===== config.mk =====
export PLATFORM = sky130hd
export DESIGN_NAME = i2c_evt_csr
export DESIGN_NICKNAME = d
export VERILOG_FILES = /design/src/rtl/i2c_evt_pkg.sv /design/src/rtl/i2c_evt_flag.sv /design/src/rtl/i2c_evt_cmd.sv /design/src/rtl/i2c_evt_csr.sv
export SDC_FILE = /design/constraint.sdc
export NUM_CORES = 1
export LEC_CHECK = 0
export BUFFER_PORTS_ARGS = -buffer_cell sky130_fd_sc_hd__buf_2
export CORE_MARGIN = 2
export CORE_UTILIZATION = 30
export DETAILED_ROUTE_END_ITERATION = 16
export HOLD_SLACK_MARGIN = 0.1
export PLACE_DENSITY = 0.74
export SLEW_MARGIN = 10
export SYNTH_ARGS = -nofsm -noshare
export SYNTH_HDL_FRONTEND = slang
export SYNTH_SLANG_ARGS = --single-unit

===== constraint.sdc =====
create_clock -name clk -period 1 [get_ports clk]
set_input_delay 0.05 -clock clk [delete_from_list [all_inputs] [get_ports clk]]
set_output_delay 0.05 -clock clk [all_outputs]
set_load 0.03 [all_outputs]

===== src/rtl/i2c_evt_pkg.sv =====
package i2c_evt_pkg;
  localparam int CSR_W      = 8;
  localparam int EVT_N      = 4;  // flag index: 0 stop, 1 start, 2 arb lost, 3 data ready
  localparam int CMD_N      = 4;  // strobe index: 0 tx stop, 1 tx start, 2 idle, 3 clr xact
  // read side bit positions
  localparam int RD_RXBIT   = 7;
  localparam int RD_ATTN    = 6;
  localparam int RD_FLAG_LO = 2;
  localparam int RD_MASTER  = 1;
  localparam int RD_CONST   = 0;
  // write side bit positions
  localparam int WR_XACT    = 7;
  localparam int WR_IDLE    = 6;
  localparam int WR_CLR_LO  = 2;
  localparam int WR_TXSTART = 1;
  localparam int WR_TXSTOP  = 0;
  localparam logic CONST_BIT = 1'b1;
endpackage


===== src/rtl/i2c_evt_flag.sv =====
module i2c_evt_flag (
  input  logic clk,
  input  logic rst_n,
  input  logic set_i,
  input  logic clr_i,
  output logic flag_o
);
  // an event pulse wins over a clear in the same cycle
  always_ff @(posedge clk or negedge rst_n) begin
    if (!rst_n)      flag_o <= 1'b0;
    else if (set_i)  flag_o <= 1'b1;
    else if (clr_i)  flag_o <= 1'b0;
  end

  AST_EVT_SETS_FLAG: assert property (@(posedge clk) disable iff (!rst_n)
    set_i |=> flag_o);
  AST_CLR_DROPS_FLAG: assert property (@(posedge clk) disable iff (!rst_n)
    (clr_i && !set_i) |=> !flag_o);
  AST_FLAG_HOLDS: assert property (@(posedge clk) disable iff (!rst_n)
    (!clr_i && !set_i) |=> $stable(flag_o));
endmodule


===== src/rtl/i2c_evt_cmd.sv =====
module i2c_evt_cmd #(
  parameter int N = 4
) (
  input  logic         clk,
  input  logic         rst_n,
  input  logic         wr_en,
  input  logic [N-1:0] sel_i,
  output logic [N-1:0] strobe_o
);
  always_ff @(posedge clk or negedge rst_n) begin
    if (!rst_n) strobe_o <= '0;
    else        strobe_o <= wr_en ? sel_i : '0;
  end

  AST_STROBE_IDLE: assert property (@(posedge clk) disable iff (!rst_n)
    !wr_en |=> (strobe_o == '0));
endmodule


===== src/rtl/i2c_evt_csr.sv =====
module i2c_evt_csr
  import i2c_evt_pkg::*;
(
  input  logic             clk,
  input  logic             rst_n,
  input  logic             evt_start,
  input  logic             evt_stop,
  input  logic             evt_arb_lost,
  input  logic             evt_data_rdy,
  input  logic             rx_bit,
  input  logic             is_master,
  input  logic             wr_en,
  input  logic [CSR_W-1:0] wr_data,
  input  logic             irq_global_en,
  input  logic             irq_periph_en,
  output logic [CSR_W-1:0] rd_data,
  output logic             cmd_tx_start,
  output logic             cmd_tx_stop,
  output logic             cmd_idle,
  output logic             cmd_xact_clr,
  output logic             irq
);
  logic [EVT_N-1:0] evt_vec;
  logic [EVT_N-1:0] flags;
  logic [CMD_N-1:0] cmd_sel;
  logic [CMD_N-1:0] cmd_q;
  logic             rx_q;
  logic             master_q;
  logic             attn;

  assign evt_vec = {evt_data_rdy, evt_arb_lost, evt_start, evt_stop};

  for (genvar i = 0; i < EVT_N; i++) begin : g_flag
    i2c_evt_flag u_flag (
      .clk    (clk),
      .rst_n  (rst_n),
      .set_i  (evt_vec[i]),
      .clr_i  (wr_en & wr_data[WR_CLR_LO+i]),
      .flag_o (flags[i])
    );
  end

  assign cmd_sel = {wr_data[WR_XACT], wr_data[WR_IDLE],
                    wr_data[WR_TXSTART], wr_data[WR_TXSTOP]};

  i2c_evt_cmd #(.N(CMD_N)) u_cmd (
    .clk      (clk),
    .rst_n    (rst_n),
    .wr_en    (wr_en),
    .sel_i    (cmd_sel),
    .strobe_o (cmd_q)
  );

  assign {cmd_xact_clr, cmd_idle, cmd_tx_start, cmd_tx_stop} = cmd_q;

  // sampled bus status; the idle bus line reads high
  always_ff @(posedge clk or negedge rst_n) begin
    if (!rst_n) begin
      rx_q     <= 1'b1;
      master_q <= 1'b0;
    end else begin
      rx_q     <= rx_bit;
      master_q <= is_master;
    end
  end

  assign attn = |flags;
  assign irq  = irq_global_en & irq_periph_en & attn;

  always_comb begin
    rd_data                             = '0;
    rd_data[RD_RXBIT]                   = rx_q;
    rd_data[RD_ATTN]                    = attn;
    rd_data[RD_FLAG_LO+EVT_N-1:RD_FLAG_LO] = flags;
    rd_data[RD_MASTER]                  = master_q;
    rd_data[RD_CONST]                   = CONST_BIT;
  end

  AST_IRQ_NEEDS_FLAG: assert property (@(posedge clk) disable iff (!rst_n)
    (flags == '0) |-> !irq);
  AST_START_STROBE: assert property (@(posedge clk) disable iff (!rst_n)
    (wr_en && wr_data[WR_TXSTART]) |=> cmd_tx_start);
  AST_ATTN_RAISED: assert property (@(posedge clk) disable iff (!rst_n)
    (|evt_vec) |=> rd_data[RD_ATTN]);
endmodule


==> metrics <==
most common cell after layout, fill and taps aside buf_2; DRT Wirelength a little over 900 um; simple-gate portion of the synthesized area 14.2%; Worst EP required between 900 and 1000 ps; die area 1660 um^2; die height 40.7 um; Setup crit start kind register; final hold viol count 0; minimum clock period 1500 ps; Clock Root Buffer clkbuf_4; CP top delay family simple AND/OR/NAND/NOR gates; leakage around 0.38 nW; syn_nets between 50 and 60; aggregate global-route resource usage 11.8%; CP Max Fanout 2; Area growth syn-to-layout 87.6%; Vias per Instance 4.10; Cells after Synth 33; vias in the first global route ~320; r2r setup slk 200 ps; Synth cell types 10; status complete, but fails checks; largest net degree at the start of global routing 11; PnR Total Power 0.941 mW; complex-gate fraction of the synthesized area 7.74%; Worst Reg-to-Reg Cells 2; FF+latch count, synth 10; IO Pins 32; adder-cell share of the synthesized area 0%; Largest stage delay, worst path 530 ps; WL per Instance 9.85 um; first-pass GRT wire length 1.19 mm; DRT antenna net count 0; Nets 98; crit share post-route 150%; Clk Latency, worst-skew pair approximately 250 ps; multiplexer area fraction after synthesis 0%; slowest CP cell or4_4; Hold Path Depth 2; # port buffers 30; Clock Sink Count 10; Max Clk Rate 0.666 GHz; gr ovfl total 0; reg2reg end g_flag[1].u_flag.flag_o$_DFFE_PN0P_; skew final 0 ps; share of the synthesized area in the top cell type 55.7%; DR vias 381; CP Capture Type output port; row count 13; TritonCTS clock tree built; worst-case clock buffer depth 2; Placer Congestion 0.570; synth top area cells dfrtp_1, buf_4, dfstp_2, and2_1, a21o_1; cts bufs inserted 3; most frequent cells in the layout buf_2, dlygate4sd3_1, dfrtp_1; post-synth design cell area 404 um^2; max-cap violations 0; worst r2r src g_flag[1].u_flag.flag_o$_DFFE_PN0P_; PwrDens 1240 nW/um^2; Worst Path Arrival between 1000 and 1500 ps; Multi-input gate area 97.6 um^2; WP buf/inv 1; Hold Path Class in2reg; largest family of logic cells by synthesized area buffers and inverters; syn_area_per_cell 12.2 um^2; Yosys top cell by area dfrtp_1; Seq/Total Area, Yosys between 60 and 70%; critical-path cell list or4_4 -> and3_4 -> buf_6; XOR/XNOR share of the synthesized area 0%; # setup viols final 2; unrepaired setup endpoints after global routing yes; FF/Latch Area 251 um^2; first drt pass iteration count 4; worst hold slack 118 ps; antenna violations before repair 0; hold path startpoint wr_en; violated checks negative setup slack; Synth Warn # 0; CP Class reg2out; final slew viol count 0; Initial Utilization 31.5%; Filler cells between 100 and 150; Iter 0 DRT Violations 1; DIE WIDTH 40.7 um; end of the worst hold path u_cmd.strobe_o[1]$_DFF_PN0_; DR DRC count 0; htree depth 1; Max IR drop VDD between 0.6 and 0.7 mV; share of layout cells above drive strength 1 52.6%; Antenna Cells 0; CTS clock-pin slew for the worst setup and hold paths approximately 60 ps; CORE AREA between 1000 and 1500 um^2; PnR worst setup slack -501 ps
state kept, by name, indices dropped and copies added (netlist names):
| signal | flops |
|---|---|
| g_flag.u_flag.flag_o | 4 |
| rx_q | 1 |
| u_cmd.strobe_o | 4 |
| master_q | 1 |
worst max path at each step:
stage | startpoint | end | slack (ps) | depth (start not counted)
after CTS | g_flag[1].u_flag.flag_o$_DFFE_PN0P_ | irq | -510 | 3
after global routing | g_flag[1].u_flag.flag_o$_DFFE_PN0P_ | irq | -550 | 3
final | g_flag[1].u_flag.flag_o$_DFFE_PN0P_ | irq | -500 | 3
after global placement | g_flag[1].u_flag.flag_o$_DFFE_PN0P_ | irq | -250 | 3
after floorplan | g_flag[1].u_flag.flag_o$_DFFE_PN0P_ | irq | -140 | 2
after detailed placement | g_flag[1].u_flag.flag_o$_DFFE_PN0P_ | irq | -260 | 3
metal layers:
metal  global-route usage, %  part of all wire [%]  vias to the layer above
li1                        -                     -                      186
met1                    8.56                    34                      173
met2                    25.0                    58                       20
met3                    4.89                   7.1                        2
met4                    5.00                  0.76                        0
met5                       0                     0                        -
synthesized netlist by cell type:
cell / number
dfrtp_1: 9
buf_4: 8
and2_1: 4
nand2_1: 4
a21o_1: 3
a21o_2: 1
and3_1: 1
conb_1: 1
dfstp_2: 1
or4_4: 1
repair_timing:
action,4_1_cts,5_1_grt
gates resized for setup,2,14
setup endpoints to repair,2,7
hold buffers,15,0
hold endpoints to repair,20,0
gates cloned,0,0
buffers inserted,0,1
report_power, final:
group / leakage, nW / switching (mW) / internal [mW]
sequential: 0.114 / 0.00822 / 0.429
combinational: 0.256 / 0.108 / 0.125
clock: 0.0150 / 0.118 / 0.153
cells by family after synthesis:
logic type      Yosys count
buf+inv                   8
compound gates            4
flops                    10
other cells               1
simple gates             10
stage by stage:
| stage | setup WS (ps) | cell area [um^2] | utilization, % | std cells | setup TNS, ps |
|---|---|---|---|---|---|
| 2_1_floorplan | -139 | 409 | - | 33 | -260 |
| 3_3_place_gp | -246 | 548 | 42.6 | 74 | -363 |
| 3_5_place_dp | -260 | 548 | 42.6 | 74 | -388 |
| 4_1_cts | -513 | 731 | 56.9 | 93 | -925 |
| 5_1_grt | -551 | 758 | 59.0 | 93 | -1000 |
| 6_report | -501 | 758 | 59.0 | 93 | -902 |
layout make-up:
type | instances | area share, %
well taps | 15 | 2.48
flip-flops and latches | 10 | 33.2
repair buffers | 49 | 48.0
multi-input cells | 15 | 12.9
clock buffers | 4 | 3.47
Power figures use the tool's default switching activity.
